<file path="src/rtl/ord_walk_pkg.sv">
package ord_walk_pkg;
  // Kind of maintenance command sent to the cache
  typedef enum logic {
    WALK_INV   = 1'b0,
    WALK_FLUSH = 1'b1
  } walk_kind_e;
endpackage

</file>
<file path="src/rtl/ows_walker.sv">
module ows_walker
  import ord_walk_pkg::*;
#(
  parameter int NUM_LINES = 8,
  localparam int IDX_W = (NUM_LINES > 1) ? $clog2(NUM_LINES) : 1
) (
  input  logic             clk,
  input  logic             rst_n,
  input  logic             start_inv,
  input  logic             start_flush,
  output logic             busy,
  output logic             flush_pend,
  output logic             cmd_valid,
  input  logic             cmd_ready,
  output walk_kind_e       cmd_kind,
  output logic [IDX_W-1:0] cmd_index
);
  localparam logic [IDX_W-1:0] LAST_IDX = IDX_W'(NUM_LINES - 1);

  logic             busy_q, busy_d;
  walk_kind_e       kind_q, kind_d;
  logic             more_q, more_d;
  logic [IDX_W-1:0] idx_q, idx_d;
  logic             xfer;

  assign xfer = busy_q && cmd_ready;

  always_comb begin
    busy_d = busy_q;
    kind_d = kind_q;
    more_d = more_q;
    idx_d  = idx_q;
    if (!busy_q) begin
      if (start_inv || start_flush) begin
        busy_d = 1'b1;
        idx_d  = '0;
        kind_d = start_inv ? WALK_INV : WALK_FLUSH;
        more_d = start_inv && start_flush;
      end
    end else if (xfer) begin
      if (idx_q == LAST_IDX) begin
        idx_d = '0;
        if (more_q) begin
          kind_d = WALK_FLUSH;
          more_d = 1'b0;
        end else begin
          busy_d = 1'b0;
        end
      end else begin
        idx_d = idx_q + 1'b1;
      end
    end
  end

  always_ff @(posedge clk or negedge rst_n) begin
    if (!rst_n) begin
      busy_q <= 1'b0;
      kind_q <= WALK_INV;
      more_q <= 1'b0;
      idx_q  <= '0;
    end else begin
      busy_q <= busy_d;
      kind_q <= kind_d;
      more_q <= more_d;
      idx_q  <= idx_d;
    end
  end

  assign busy       = busy_q;
  assign flush_pend = busy_q && (kind_q == WALK_FLUSH || more_q);
  assign cmd_valid  = busy_q;
  assign cmd_kind   = kind_q;
  assign cmd_index  = idx_q;
endmodule

</file>
<file path="src/rtl/ows_counter.sv">
module ows_counter #(
  parameter int CNT_W = 5
) (
  input  logic             clk,
  input  logic             rst_n,
  input  logic             inc,
  input  logic             dec,
  output logic [CNT_W-1:0] count,
  output logic             err
);
  logic [CNT_W-1:0] cnt_q, cnt_d;
  logic             err_q, err_d;
  logic             bad;

  assign bad = dec && !inc && (cnt_q == '0);

  always_comb begin
    cnt_d = cnt_q;
    err_d = bad;
    if (inc && !dec)      cnt_d = cnt_q + 1'b1;
    else if (dec && !inc && !bad) cnt_d = cnt_q - 1'b1;
  end

  always_ff @(posedge clk or negedge rst_n) begin
    if (!rst_n) begin
      cnt_q <= '0;
      err_q <= 1'b0;
    end else begin
      cnt_q <= cnt_d;
      err_q <= err_d;
    end
  end

  assign count = cnt_q;
  assign err   = err_q;
endmodule

</file>
<file path="src/rtl/ows_kend_fifo.sv">
module ows_kend_fifo #(
  parameter int DEPTH = 4,
  parameter int CTX_W = 4,
  localparam int PTR_W = (DEPTH > 1) ? $clog2(DEPTH) : 1,
  localparam int OCC_W = $clog2(DEPTH + 1)
) (
  input  logic             clk,
  input  logic             rst_n,
  input  logic             push,
  input  logic [CTX_W-1:0] push_ctx,
  input  logic             pop,
  output logic [CTX_W-1:0] head_ctx,
  output logic             empty,
  output logic             full
);
  localparam logic [PTR_W-1:0] LAST_PTR = PTR_W'(DEPTH - 1);

  logic [CTX_W-1:0] slot_q [DEPTH];
  logic [PTR_W-1:0] wr_q, wr_d, rd_q, rd_d;
  logic [OCC_W-1:0] occ_q, occ_d;
  logic             do_push, do_pop;

  assign do_push = push && !full;
  assign do_pop  = pop && !empty;

  always_comb begin
    wr_d  = wr_q;
    rd_d  = rd_q;
    occ_d = occ_q;
    if (do_push) wr_d = (wr_q == LAST_PTR) ? '0 : wr_q + 1'b1;
    if (do_pop)  rd_d = (rd_q == LAST_PTR) ? '0 : rd_q + 1'b1;
    if (do_push && !do_pop)      occ_d = occ_q + 1'b1;
    else if (do_pop && !do_push) occ_d = occ_q - 1'b1;
  end

  always_ff @(posedge clk or negedge rst_n) begin
    if (!rst_n) begin
      wr_q  <= '0;
      rd_q  <= '0;
      occ_q <= '0;
    end else begin
      wr_q  <= wr_d;
      rd_q  <= rd_d;
      occ_q <= occ_d;
    end
  end

  generate
    for (genvar s = 0; s < DEPTH; s++) begin : g_slot
      always_ff @(posedge clk or negedge rst_n) begin
        if (!rst_n)                                  slot_q[s] <= '0;
        else if (do_push && wr_q == PTR_W'(s))       slot_q[s] <= push_ctx;
      end
    end
  endgenerate

  assign head_ctx = slot_q[rd_q];
  assign empty    = (occ_q == '0);
  assign full     = (occ_q == OCC_W'(DEPTH));
endmodule

</file>
<file path="src/rtl/ord_walk_seq.sv">
module ord_walk_seq
  import ord_walk_pkg::*;
#(
  parameter int NUM_LINES = 8,
  parameter int CTX_W     = 4,
  parameter int KQ_DEPTH  = 4,
  localparam int IDX_W = (NUM_LINES > 1) ? $clog2(NUM_LINES) : 1,
  localparam int CNT_W = $clog2(2 * NUM_LINES + 1)
) (
  input  logic             clk,
  input  logic             rst_n,
  input  logic             req_valid,
  input  logic             req_acq,
  input  logic             req_rel,
  input  logic             req_kernel,
  input  logic [CTX_W-1:0] req_ctx,
  output logic             req_ready,
  output logic             cmd_valid,
  input  logic             cmd_ready,
  output logic             cmd_flush,
  output logic [IDX_W-1:0] cmd_index,
  input  logic             wb_done,
  input  logic             inv_done,
  output logic             issue_en,
  output logic             kend_valid,
  output logic [CTX_W-1:0] kend_ctx,
  output logic [CNT_W-1:0] wb_count,
  output logic [CNT_W-1:0] inv_count,
  output logic             cpl_err
);
  logic       walk_busy, flush_pend;
  walk_kind_e kind;
  logic       wb_zero, inv_zero, kq_full, kq_empty;
  logic       kern_end, accept;
  logic       start_inv, start_flush, kq_push, kq_pop;
  logic       xfer, wb_err, inv_err;

  assign wb_zero  = (wb_count == '0);
  assign inv_zero = (inv_count == '0);
  assign kern_end = req_kernel && req_rel;

  assign req_ready = !walk_busy && (wb_zero || req_kernel) && !(kern_end && kq_full);
  assign accept    = req_valid && req_ready;

  // Decide which walks a request starts, depending on outstanding flushes
  always_comb begin
    start_inv   = 1'b0;
    start_flush = 1'b0;
    kq_push     = 1'b0;
    if (accept) begin
      if (!wb_zero) begin
        start_inv = req_kernel && req_acq && inv_zero;
        kq_push   = kern_end;
      end else if (kern_end) begin
        kq_push     = 1'b1;
        start_flush = 1'b1;
      end else begin
        start_inv   = req_acq;
        start_flush = req_rel;
      end
    end
  end

  ows_walker #(.NUM_LINES(NUM_LINES)) u_walk (
    .clk, .rst_n,
    .start_inv, .start_flush,
    .busy(walk_busy), .flush_pend,
    .cmd_valid, .cmd_ready,
    .cmd_kind(kind), .cmd_index
  );

  assign cmd_flush = (kind == WALK_FLUSH);
  assign xfer      = cmd_valid && cmd_ready;

  ows_counter #(.CNT_W(CNT_W)) u_wb_cnt (
    .clk, .rst_n,
    .inc(xfer && cmd_flush), .dec(wb_done),
    .count(wb_count), .err(wb_err)
  );

  ows_counter #(.CNT_W(CNT_W)) u_inv_cnt (
    .clk, .rst_n,
    .inc(xfer && !cmd_flush), .dec(inv_done),
    .count(inv_count), .err(inv_err)
  );

  assign issue_en = wb_zero && !flush_pend;
  assign kq_pop   = !kq_empty && issue_en;

  ows_kend_fifo #(.DEPTH(KQ_DEPTH), .CTX_W(CTX_W)) u_kq (
    .clk, .rst_n,
    .push(kq_push), .push_ctx(req_ctx),
    .pop(kq_pop), .head_ctx(kend_ctx),
    .empty(kq_empty), .full(kq_full)
  );

  assign kend_valid = kq_pop;
  assign cpl_err    = wb_err || inv_err;
endmodule

</file>
<file path="config.mk">
export PLATFORM = sky130hd
export DESIGN_NAME = ord_walk_seq
export DESIGN_NICKNAME = d
export VERILOG_FILES = /design/src/rtl/ord_walk_pkg.sv /design/src/rtl/ows_walker.sv /design/src/rtl/ows_counter.sv /design/src/rtl/ows_kend_fifo.sv /design/src/rtl/ord_walk_seq.sv
export SDC_FILE = /design/constraint.sdc
export NUM_CORES = 1
export LEC_CHECK = 0
export ABC_AREA = 0
export BUFFER_PORTS_ARGS = -buffer_cell sky130_fd_sc_hd__buf_2
export CAP_MARGIN = 20
export CORE_ASPECT_RATIO = 1.5
export CORE_MARGIN = 4
export CORE_UTILIZATION = 52
export DETAILED_ROUTE_END_ITERATION = 8
export GPL_ROUTABILITY_DRIVEN = 0
export PLACE_DENSITY = 0.73
export RECOVER_POWER = 25
export SETUP_SLACK_MARGIN = 0.15
export SLEW_MARGIN = 20
export SYNTH_ARGS = -nofsm -noshare
export SYNTH_HDL_FRONTEND = slang
export SYNTH_HIERARCHICAL = 1
export SYNTH_SLANG_ARGS = --single-unit
</file>
<file path="constraint.sdc">
create_clock -name clk -period 2.6 [get_ports clk]
set_clock_uncertainty 0.2 [all_clocks]
set_input_delay 0 -clock clk [delete_from_list [all_inputs] [get_ports clk]]
set_output_delay 0 -clock clk [all_outputs]
set_load 0.05 [all_outputs]
</file>
==> flow_metrics.py, run 1 <==
metrics = {
    "yosys": {
        "synth_top_area_share_pct": 40.8,
        "async_flop_share_pct": 100,
        "synth.distinct_cells": 48,
        "synthMuxAreaShare_pct": 16.6,
        "yosys-top-cells-count": "dfrtp_1, mux2_2, nor2_1, ha_1, nand2_1",
        "syn-cell-area_sq_um": 2520,
        "synth_top_family_by_area": "multiplexers",
        "syn_nets": 236,
        "synthCells": 206,
        "synth_compound_area_share_pct": 10.9,
        "synthSimpleGateAreaFrac_pct": 15.9,
        "ys.flop_type": "dfrtp_1",
        "yosysMostFrequentCell": "dfrtp_1",
        "syn-mean-instance-area_sq_um": 12.2,
        "synth-seq-area-share_pct": 40.8,
        "synth_xor_area_share_pct": 2.44,
        "synth_edf_count": 0,
        "yosys.area.top_type": "dfrtp_1",
        "yosysWarnings": 6,
        "synth-seq-cells": 41,
        "synth_area_leaders": "dfrtp_1, mux2_2, ha_1",
        "synth_fa_ha_area_share_pct": 9.34,
    },
    "sta": {
        "worst_pin_slew_ns": 1.02,
        "timing.fmax_ghz": 0.407,
        "fin_ws_ns": 0.146,
        "setup_tns_ns": 0,
        "fin_crit_sh_pct": 94.4,
        "maxSlewHeadroom_pct": 32.0,
        "finalSetupViolCount": 0,
        "fin_crit_ns": 2.45,
        "hold_violations": 0,
        "drv_slew": 0,
        "hold_slack_ns": 0.0693,
        "rsz0062_at_grt": "true",
    },
    "global_route": {
        "grt_pass1_wl_um": 8630,
        "first_global_vias": 1909,
        "overflow": 0,
        "antenna_found_initial": 0,
        "grt_max_degree": 42,
        "track_usage_pct": 18.2,
    },
    "worst_hold_path": {
        "holdPathStages": 4,
        "holdCritStartpoint": "req_acq",
        "hold_class": "primary input to register",
        "min_to": "u_walk/cmd_kind",
    },
    "pwr": {
        "p_per_area_nw_per_um2": 1260,
        "p_leak_nw": 1.42,
        "vdd_ir_drop_max_mv": 0.821,
        "total_power_mw": 4.07,
    },
    "status": {
        "run_status": "finished, final reports clean",
    },
    "detailed_routing": {
        "vias_per_cell": 5.47,
        "drt_iter0_markers": 45,
        "wl_per_cell_um": 15.1,
        "dr_total_vias": 1842,
        "wl_um": 5090,
        "ant_nets": 0,
        "wl_met3_um": 210,
        "wl_met2_um": 2990,
        "top_layer": "met4",
        "drc": 0,
        "wl_met1_um": 1820,
        "drt_first_pass_iters": 3,
    },
    "critical_path": {
        "crit_fanout": 3,
        "cp.arrival_ns": 2.47,
        "cp-end-kind": "register",
        "ff2ff_path_depth": 10,
        "cp.required_ns": 2.62,
        "r2r-end": "u_kq/occ_q[2]",
        "worst-setup-path-type": "register to register",
        "critPathLaunchType": "register",
        "rrSetupSlack_ns": 0.15,
        "r2r_start": "u_kq/occ_q[2]",
    },
    "place": {
        "dpl_cell_area_sq_um": 2880,
        "hpwl_um": 3730,
        "pre_cts_ws_ns": -0.00676,
        "dp_cells": 311,
        "port_buffers": 35,
    },
    "cts": {
        "cts_buffer_depth": 2,
        "root_buffer": "clkbuf_8",
        "numCtsBuffers": 5,
        "cts.clk_slew.worst_paths_ns": 0.08,
        "cts_tree": "done",
        "htree_levels": 2,
        "insertion_delay_ns": 0.30,
        "clkSinkCount": 41,
    },
    "finish": {
        "drive_above_1_share_pct": 49.1,
        "finalInstanceArea_sq_um": 3220,
        "finish.utilization_pct": 69.7,
        "instances_no_fill": 337,
        "area_growth_pct": 27.8,
        "fin_nets": 302,
        "num_antenna_cells": 0,
    },
    "die": {
        "die_area_sq_um": 6040,
        "die_w_um": 64.8,
        "rows": 30,
        "die_y_um": 93.2,
        "pin_count": 36,
        "core_area_sq_um": 4620,
        "start_util_pct": 54.5,
    },
    "job": {
        "max_cap_violations": 0,
    },
}
-- worst max-delay path, cell delays in order (launching register included) --
cell and delay [ns]:
dfrtp_1 0.38, nor3b_4 0.17, and3_4 0.20, nor4b_4 0.28, nor2b_4 0.22, ha_4 0.14, inv_2 0.03, fa_2 0.33
xor2_1 0.15, nor2_1 0.12, xor2_1 0.16
-- how the worst max path moves through the flow --
stage | start | to | slack [ns] | depth (start not counted)
finish | u_kq/occ_q[2] | u_kq/occ_q[2] | 0.15 | 10
floorplan | u_wb_cnt/count[3] | u_kq/occ_q[1] | -0.22 | 8
global placement | u_kq/occ_q[2] | u_kq/occ_q[2] | 0.10 | 10
detailed placement | u_kq/occ_q[2] | u_kq/occ_q[2] | -0.007 | 10
CTS | u_kq/occ_q[2] | u_kq/occ_q[2] | 0.15 | 10
global route | u_kq/occ_q[2] | u_kq/occ_q[2] | -0.01 | 10
-- timing repair --
action                     CTS  global route
hold endpoints to repair    68             0
resized for setup            6            13
pin swaps                    5             8
cloned                       0             0
setup buffers                3             7
setup endpoints to repair    2             9
hold buffers                 8             0
-- power breakdown --
part	internal [mW]	total (mW)	switching, mW
combinational	0.954	2.26	1.31
clock	0.312	0.539	0.227
sequential	0.918	1.27	0.349
-- flip-flops by register name (all words and copies together) (netlist names) --
| signal | count |
|---|---|
| u_kq/wr_q | 2 |
| u_walk/cmd_index | 3 |
| u_walk/more_q | 1 |
| u_kq/rd_q | 2 |
| u_kq/occ_q | 3 |
| u_inv_cnt/count | 5 |
| u_inv_cnt/err | 1 |
| u_wb_cnt/count | 5 |
| u_walk/busy | 1 |
| u_kq/slot_q | 16 |
| u_walk/cmd_kind | 1 |
| u_wb_cnt/err | 1 |
-- cells in the final DEF, fill, tap and decap left out, drive strengths merged, types with 4 or more instances in the layout --
| cell | count |
|---|---|
| nor2 | 15 |
| xor2 | 6 |
| nor3 | 7 |
| and3b | 4 |
| buf | 45 |
| nand2 | 13 |
| inv | 7 |
| o21ai | 6 |
| mux4 | 4 |
| dfrtp | 41 |
| mux2 | 25 |
| dlygate4sd3 | 8 |
| ha | 14 |
| clkbuf | 19 |
| a21oi | 5 |
-- per-layer routing --
layer,vias up,global-route usage [%]
li1,882,-
met1,922,18.1
met4,0,5.82
met2,31,35.8
met3,7,4.33
met5,-,0
-- cell families after synthesis --
logic type | count (synthesis)
compound gates | 31
xor+xnor | 7
fa+ha+maj | 17
buf+inv | 14
flops | 41
mux | 32
simple gates | 64
-- area by class of cell --
cell class,instances,area [sq um]
clock buffer,6,82.6
clock inverter,2,37.5
fill,360,1400
inverter,7,26.3
multi-input combinational,151,1540
sequential,41,1040
tap,64,80.1
timing repair buffer,66,413
(Power assumes the default switching activity.)
==> run 2, diff against run 1 <==
--- a/config.mk
+++ b/config.mk
@@ -10,14 +10,14 @@
 export CAP_MARGIN = 20
 export CORE_ASPECT_RATIO = 1.5
 export CORE_MARGIN = 4
-export CORE_UTILIZATION = 52
+export CORE_UTILIZATION = 53
+export CTS_BUF_LIST = sky130_fd_sc_hd__clkbuf_8
 export DETAILED_ROUTE_END_ITERATION = 8
 export GPL_ROUTABILITY_DRIVEN = 0
-export PLACE_DENSITY = 0.73
+export PLACE_DENSITY_LB_ADDON = 0.15
 export RECOVER_POWER = 25
 export SETUP_SLACK_MARGIN = 0.15
 export SLEW_MARGIN = 20
 export SYNTH_ARGS = -nofsm -noshare
 export SYNTH_HDL_FRONTEND = slang
-export SYNTH_HIERARCHICAL = 1
 export SYNTH_SLANG_ARGS = --single-unit
==> run 2 against run 1 <==
Compared with the run above:
- die area decreased by 10%
- wire length shrank 7.3%
- combinational power shrank 8%
- clock power is 24% lower
- power fell by 7.0%
- non-clock buffer count is 10 lower
- critical endpoint is now u_kq.occ_q[1]
- highest routed layer unchanged
==> flow_metrics.py, run 2 <==
metrics = {
    "status": {
        "run_status": "finished, final reports clean",
    },
    "finish": {
        "fin_nets": 275,
        "num_antenna_cells": 0,
        "finalInstanceArea_sq_um": 2840,
        "largest_register": "u_kq.slot_q",
        "area_growth_pct": 25.0,
        "finish.utilization_pct": 70.4,
        "drive_above_1_share_pct": 40.7,
        "largest_register_ffs": 16,
        "layout_common_cells": "dfrtp_1, mux2_2, buf_2, nand2_1",
        "instances_no_fill": 291,
        "layout_commonest_cell": "dfrtp_1",
    },
    "sta": {
        "timing.fmax_ghz": 0.422,
        "finalSetupViolCount": 0,
        "maxSlewHeadroom_pct": 33.7,
        "fin_crit_ns": 2.37,
        "drv_slew": 0,
        "worst_pin_slew_ns": 0.994,
        "setup_tns_ns": 0,
        "rsz0062_at_grt": "true",
        "fin_crit_sh_pct": 91.1,
        "hold_violations": 0,
    },
    "yosys": {
        "synth_top_family_by_area": "multiplexers",
        "synth_area_leaders": "dfrtp_1, mux2_2, ha_1",
        "yosysWarnings": 0,
        "yosysMostFrequentCell": "dfrtp_1",
        "synthCells": 184,
        "async_flop_share_pct": 100,
        "synth_edf_count": 0,
        "syn_nets": 214,
        "synth-seq-cells": 41,
        "synth_top_area_share_pct": 45.2,
        "syn-cell-area_sq_um": 2270,
        "yosys.area.top_type": "dfrtp_1",
        "yosys-top-cells-count": "dfrtp_1, mux2_2, ha_1, nand2_1, nor2_1",
        "synth_compound_area_share_pct": 8.43,
        "synthMuxAreaShare_pct": 18.7,
        "synthSimpleGateAreaFrac_pct": 11.7,
        "synth_fa_ha_area_share_pct": 10.4,
        "ys.flop_type": "dfrtp_1",
        "synth-seq-area-share_pct": 45.2,
        "synth.distinct_cells": 40,
        "synth_xor_area_share_pct": 4.24,
        "syn-mean-instance-area_sq_um": 12.3,
    },
    "global_route": {
        "track_usage_pct": 19.9,
        "overflow": 0,
        "grt_pass1_wl_um": 8140,
        "first_global_vias": 1772,
        "grt_max_degree": 42,
        "antenna_found_initial": 0,
    },
    "critical_path": {
        "path_delay_family": "adder cells",
        "crit_top_cell": "inv_2",
        "r2r-end": "u_kq.occ_q[1]",
        "critPathSlowestCell": "dfrtp_2",
        "cp-end-kind": "register",
        "path_depth": 8,
        "crit_fanout": 3,
        "r2r_start": "u_wb_cnt.count[3]",
        "crit_chain": "nor4_4 -> and3_4 -> o31a_4 -> inv_2 -> ha_4 -> inv_2 -> fa_2 -> mux2_2",
        "critPathBufInv": 2,
        "cp.required_ns": 2.58,
        "worst-setup-path-type": "register to register",
        "rrSetupSlack_ns": 0.23,
        "cp.arrival_ns": 2.35,
        "ff2ff_path_depth": 8,
        "critPathLaunchType": "register",
        "critPathMaxStageDelay_ns": 0.44,
    },
    "die": {
        "rows": 28,
        "pin_count": 36,
        "start_util_pct": 56.3,
        "core_area_sq_um": 4030,
        "die_y_um": 88.1,
        "die_area_sq_um": 5410,
        "die_w_um": 61.4,
    },
    "place": {
        "hpwl_um": 3570,
        "port_buffers": 35,
        "dpl_cell_area_sq_um": 2580,
        "dp_cells": 265,
    },
    "cts": {
        "cts_buffer_depth": 2,
        "insertion_delay_ns": 0.29,
        "cts_tree": "done",
        "numCtsBuffers": 5,
        "clkSinkCount": 41,
        "cts.clk_slew.worst_paths_ns": 0.08,
        "root_buffer": "clkbuf_8",
        "htree_levels": 2,
    },
    "worst_hold_path": {
        "min_to": "u_walk.cmd_kind",
        "hold_class": "primary input to register",
        "holdPathStages": 5,
        "holdCritStartpoint": "req_valid",
    },
    "detailed_routing": {
        "top_layer": "met4",
        "wl_met3_um": 179,
        "drc": 0,
        "wl_um": 4710,
        "drt_iter0_markers": 40,
        "vias_per_cell": 5.66,
        "ant_nets": 0,
        "wl_per_cell_um": 16.2,
        "dr_total_vias": 1648,
        "wl_met1_um": 1770,
        "wl_met2_um": 2660,
        "drt_first_pass_iters": 4,
    },
    "pwr": {
        "vdd_ir_drop_max_mv": 1.27,
        "p_per_area_nw_per_um2": 1330,
        "p_leak_nw": 1.27,
    },
    "job": {
        "max_cap_violations": 0,
    },
}
[run 2: per-stage QoR]
stage	total power [mW]	hold slack (ns)	setup slack [ns]
3_3_place_gp	3.23	-0.0376	0.235
3_5_place_dp	3.34	-0.0189	0.203
6_report	3.79	0.0765	0.231
4_1_cts	3.77	0.102	0.180
5_1_grt	4.06	0.0892	0.118
2_1_floorplan	2.86	-0.496	-0.149
[run 2: worst max path at each step]
stage	from	endpoint	slack [ns]
after floorplan	u_wb_cnt.count[3]	u_kq.occ_q[1]	-0.15
after global placement	u_wb_cnt.count[1]	u_kq.occ_q[1]	0.23
after detailed placement	u_wb_cnt.count[1]	u_kq.occ_q[1]	0.20
after CTS	u_wb_cnt.count[1]	req_ready	0.18
after global routing	u_wb_cnt.count[3]	u_kq.occ_q[1]	0.12
final	u_wb_cnt.count[3]	u_kq.occ_q[1]	0.23
[run 2: worst reg2reg max path, cell delays in order (launching register included)]
cell and delay, ns:
dfrtp_2 0.44, nor4_4 0.32, and3_4 0.23, o31a_4 0.15
inv_2 0.04, ha_4 0.15, inv_2 0.05, fa_2 0.41
mux2_2 0.26
[run 2: cells by family (layout without fill, tap and decap cells)]
logic type,after synthesis,count (layout)
adders and majority gates,17,17
muxes,34,34
and+or+nand+nor,46,46
DFF,41,41
xor gates and xnor gates,11,11
AOI/OAI and AO/OA,27,27
buffers and inverters,8,70
[run 2: repair_timing]
item,in CTS,in global routing
hold endpoints to repair,65,0
setup buffers,0,6
resized for setup,0,5
setup endpoints to repair,0,6
hold buffers,12,0
[run 2: cell type report]
type / instances / area (sq um)
clock buffers: 5 / 68.8
clock inverters: 3 / 17.5
fillers: 304 / 1190
inverters: 6 / 22.5
multi-input cells: 135 / 1290
flip-flops and latches: 41 / 1030
well taps: 45 / 56.3
repair buffers: 56 / 347
[run 2: per-layer routing]
metal | GRT usage [%] | up-vias
met5 | 0 | -
met4 | 7.92 | 0
met3 | 3.24 | 13
met2 | 36.6 | 37
met1 | 22.0 | 809
li1 | - | 789
[run 2: report_power, final]
| part | internal (mW) | total [mW] | switching (mW) |
|---|---|---|---|
| clock | 0.185 | 0.410 | 0.225 |
| combinational | 0.843 | 2.08 | 1.24 |
| sequential | 0.946 | 1.29 | 0.345 |
| total | 1.98 | 3.79 | 1.81 |
==> run 3, diff against run 2 <==
==> constraint.sdc (replaced) <==
create_clock -name clk -period 2.6 [get_ports clk]
set_clock_uncertainty 0.2 [all_clocks]
set_input_delay 0.39 -clock clk [delete_from_list [all_inputs] [get_ports clk]]
set_output_delay 0.39 -clock clk [all_outputs]
set_load 0.05 [all_outputs]
==> run 3 against run 2 <==
Compared with the run above:
- worst setup slack got worse by 0.081 ns
- global-route usage up 0.54 points
- clock-buffer cell count unchanged
- sequential power about the same
- wire length is 5.0% higher
- die area did not move
- core utilization shrank 1.7 points
- final area down 2.4%
- largest power group unchanged
- highest routed layer unchanged
==> flow_metrics.py, run 3 (synthesized netlist as in run 2, its figures left out) <==
metrics = {
    "status": {
        "run_status": "finished, final reports clean",
    },
    "pwr": {
        "total_power_mw": 3.89,
        "power_switching_mw": 1.86,
        "switching_share_pct": 47.7,
        "internal-power_mw": 2.03,
        "combPwrFrac_pct": 56.2,
        "power_frac_seq_pct": 33.1,
        "power_frac_clock_pct": 10.7,
        "p_leak_nw": 1.28,
        "p_per_area_nw_per_um2": 1400,
        "vdd_ir_drop_max_mv": 1.05,
    },
    "global_route": {
        "grt_util_met3_pct": 3.83,
        "use_met2_pct": 36.9,
        "overflow": 0,
        "top_usage_layer": "met2",
        "grt_max_degree": 42,
        "track_usage_pct": 20.5,
        "grt_use_met1_pct": 22.2,
        "antenna_found_initial": 0,
        "first_global_vias": 1769,
        "grt_pass1_wl_um": 8200,
    },
    "cts": {
        "insertion_delay_ns": 0.30,
        "cts_hold_buf": 0,
        "clkSinkCount": 41,
        "cts_tree": "done",
        "cts.clk_slew.worst_paths_ns": 0.09,
        "numCtsBuffers": 5,
        "root_buffer": "clkbuf_8",
        "htree_levels": 2,
        "cts_buffer_depth": 2,
    },
    "finish": {
        "finish.utilization_pct": 68.7,
        "num_antenna_cells": 0,
        "drive_above_1_share_pct": 47.7,
        "area_growth_pct": 22.0,
        "layout_common_cells": "dfrtp_1, buf_2, mux2_2, nand2_1, ha_1",
        "layout_commonest_cell": "dfrtp_1",
        "fin_nets": 266,
        "largest_register": "u_kq.slot_q",
        "instances_no_fill": 282,
        "largest_register_ffs": 16,
    },
    "detailed_routing": {
        "wl_per_cell_um": 17.6,
        "dr_total_vias": 1673,
        "vias_per_cell": 5.93,
        "drt_iter0_markers": 101,
        "wl_um": 4950,
        "drc": 0,
        "drt_first_pass_iters": 4,
        "ant_nets": 0,
    },
    "critical_path": {
        "critPathSlowestCell": "or4_4",
        "crit_chain": "or4_4 -> nor2_4 -> nor2_1 -> a211oi_4 -> buf_6",
        "ff2ff_path_depth": 8,
        "rrSetupSlack_ns": 0.16,
        "cp-end-kind": "output port",
        "crit_fanout": 4,
        "r2r-end": "u_kq.occ_q[1]",
        "critPathMaxStageDelay_ns": 0.56,
        "cp.arrival_ns": 1.86,
        "worst-setup-path-type": "register to output port",
        "r2r_start": "u_wb_cnt.count[3]",
        "critPathLaunchType": "register",
        "cp.required_ns": 2.01,
    },
    "place": {
        "port_buffers": 35,
        "dp_cells": 265,
        "hpwl_um": 3660,
    },
    "sta": {
        "drv_slew": 0,
        "finalSetupViolCount": 0,
        "worst_pin_slew_ns": 1.02,
        "maxSlewHeadroom_pct": 31.8,
        "hold_violations": 0,
        "setup_tns_ns": 0,
        "fin_crit_ns": 2.45,
        "fin_crit_sh_pct": 94.2,
        "timing.fmax_ghz": 0.408,
        "rsz0062_at_grt": "true",
        "hold_slack_ns": 0.0596,
    },
    "die": {
        "core_area_sq_um": 4030,
        "start_util_pct": 56.3,
        "die_w_um": 61.4,
        "pin_count": 36,
        "die_area_sq_um": 5410,
        "rows": 28,
        "die_y_um": 88.1,
    },
    "job": {
        "max_cap_violations": 0,
    },
    "worst_hold_path": {
        "hold_class": "primary input to async pin",
    },
}
-- run 3: cell count changes in the layout (fill, tap and decap cells not counted), sizes merged --
cell / delta
buf: +15
dlygate4sd3: -12
dlymetal6s2s: +1
clkbuf: -13
-- run 3: area by class of cell --
type                       count  area, sq um
fill                         302         1260
timing repair buffer          47          277
clock buffer                   5         68.8
sequential                    41         1030
clock inverter                 3         17.5
tap                           45         56.3
multi-input combinational    135         1290
inverter                       6         22.5
-- run 3: stage by stage --
stage                     area (sq um)  setup WS [ns]
final                             2770          0.150
after global routing              2770         0.0557
after CTS                         2720          0.150
after detailed placement          2590          0.161
after global placement            2590          0.233
after floorplan                   2350         -0.116
-- run 3: per-layer routing --
layer	up-vias	share of wire, %
li1	770	-
met1	835	36
met2	53	56
met3	15	5.0
met4	0	3.4
met5	-	0
-- run 3: worst max-delay path: cells and delay by family, from the launching register on --
kind	cells	cell delay, ns
compound gates	1	0.18
buf+inv	1	0.19
flops	1	0.45
simple gates	3	0.75
-- run 3: repair_timing --
item / 4_1_cts / 5_1_grt
gates resized for setup: 4 / 1
buffers inserted: 3 / 6
setup endpoints to repair: 1 / 6
-- run 3: power groups by stage --
| stage | logic [mW] | clock network (mW) | registers, mW |
|---|---|---|---|
| 2_1_floorplan | 1.26 | 0 | 1.60 |
| 3_3_place_gp | 1.96 | 0 | 1.28 |
| 3_5_place_dp | 2.03 | 0 | 1.32 |
| 4_1_cts | 2.11 | 0.428 | 1.30 |
| 5_1_grt | 2.37 | 0.455 | 1.34 |
| 6_report | 2.18 | 0.417 | 1.29 |
-- run 3: worst max-delay path by stage --
| stage | startpoint | endpoint | slack [ns] | depth (start not counted) |
|---|---|---|---|---|
| after global routing | u_wb_cnt.count[3] | u_kq.occ_q[1] | 0.06 | 8 |
| after detailed placement | u_wb_cnt.count[1] | u_kq.occ_q[1] | 0.16 | 8 |
| after global placement | u_wb_cnt.count[1] | u_kq.occ_q[1] | 0.23 | 8 |
| final | u_wb_cnt.count[1] | req_ready | 0.15 | 5 |
| after floorplan | u_wb_cnt.count[3] | u_kq.occ_q[1] | -0.12 | 8 |
| after CTS | u_wb_cnt.count[3] | u_kq.occ_q[1] | 0.15 | 8 |
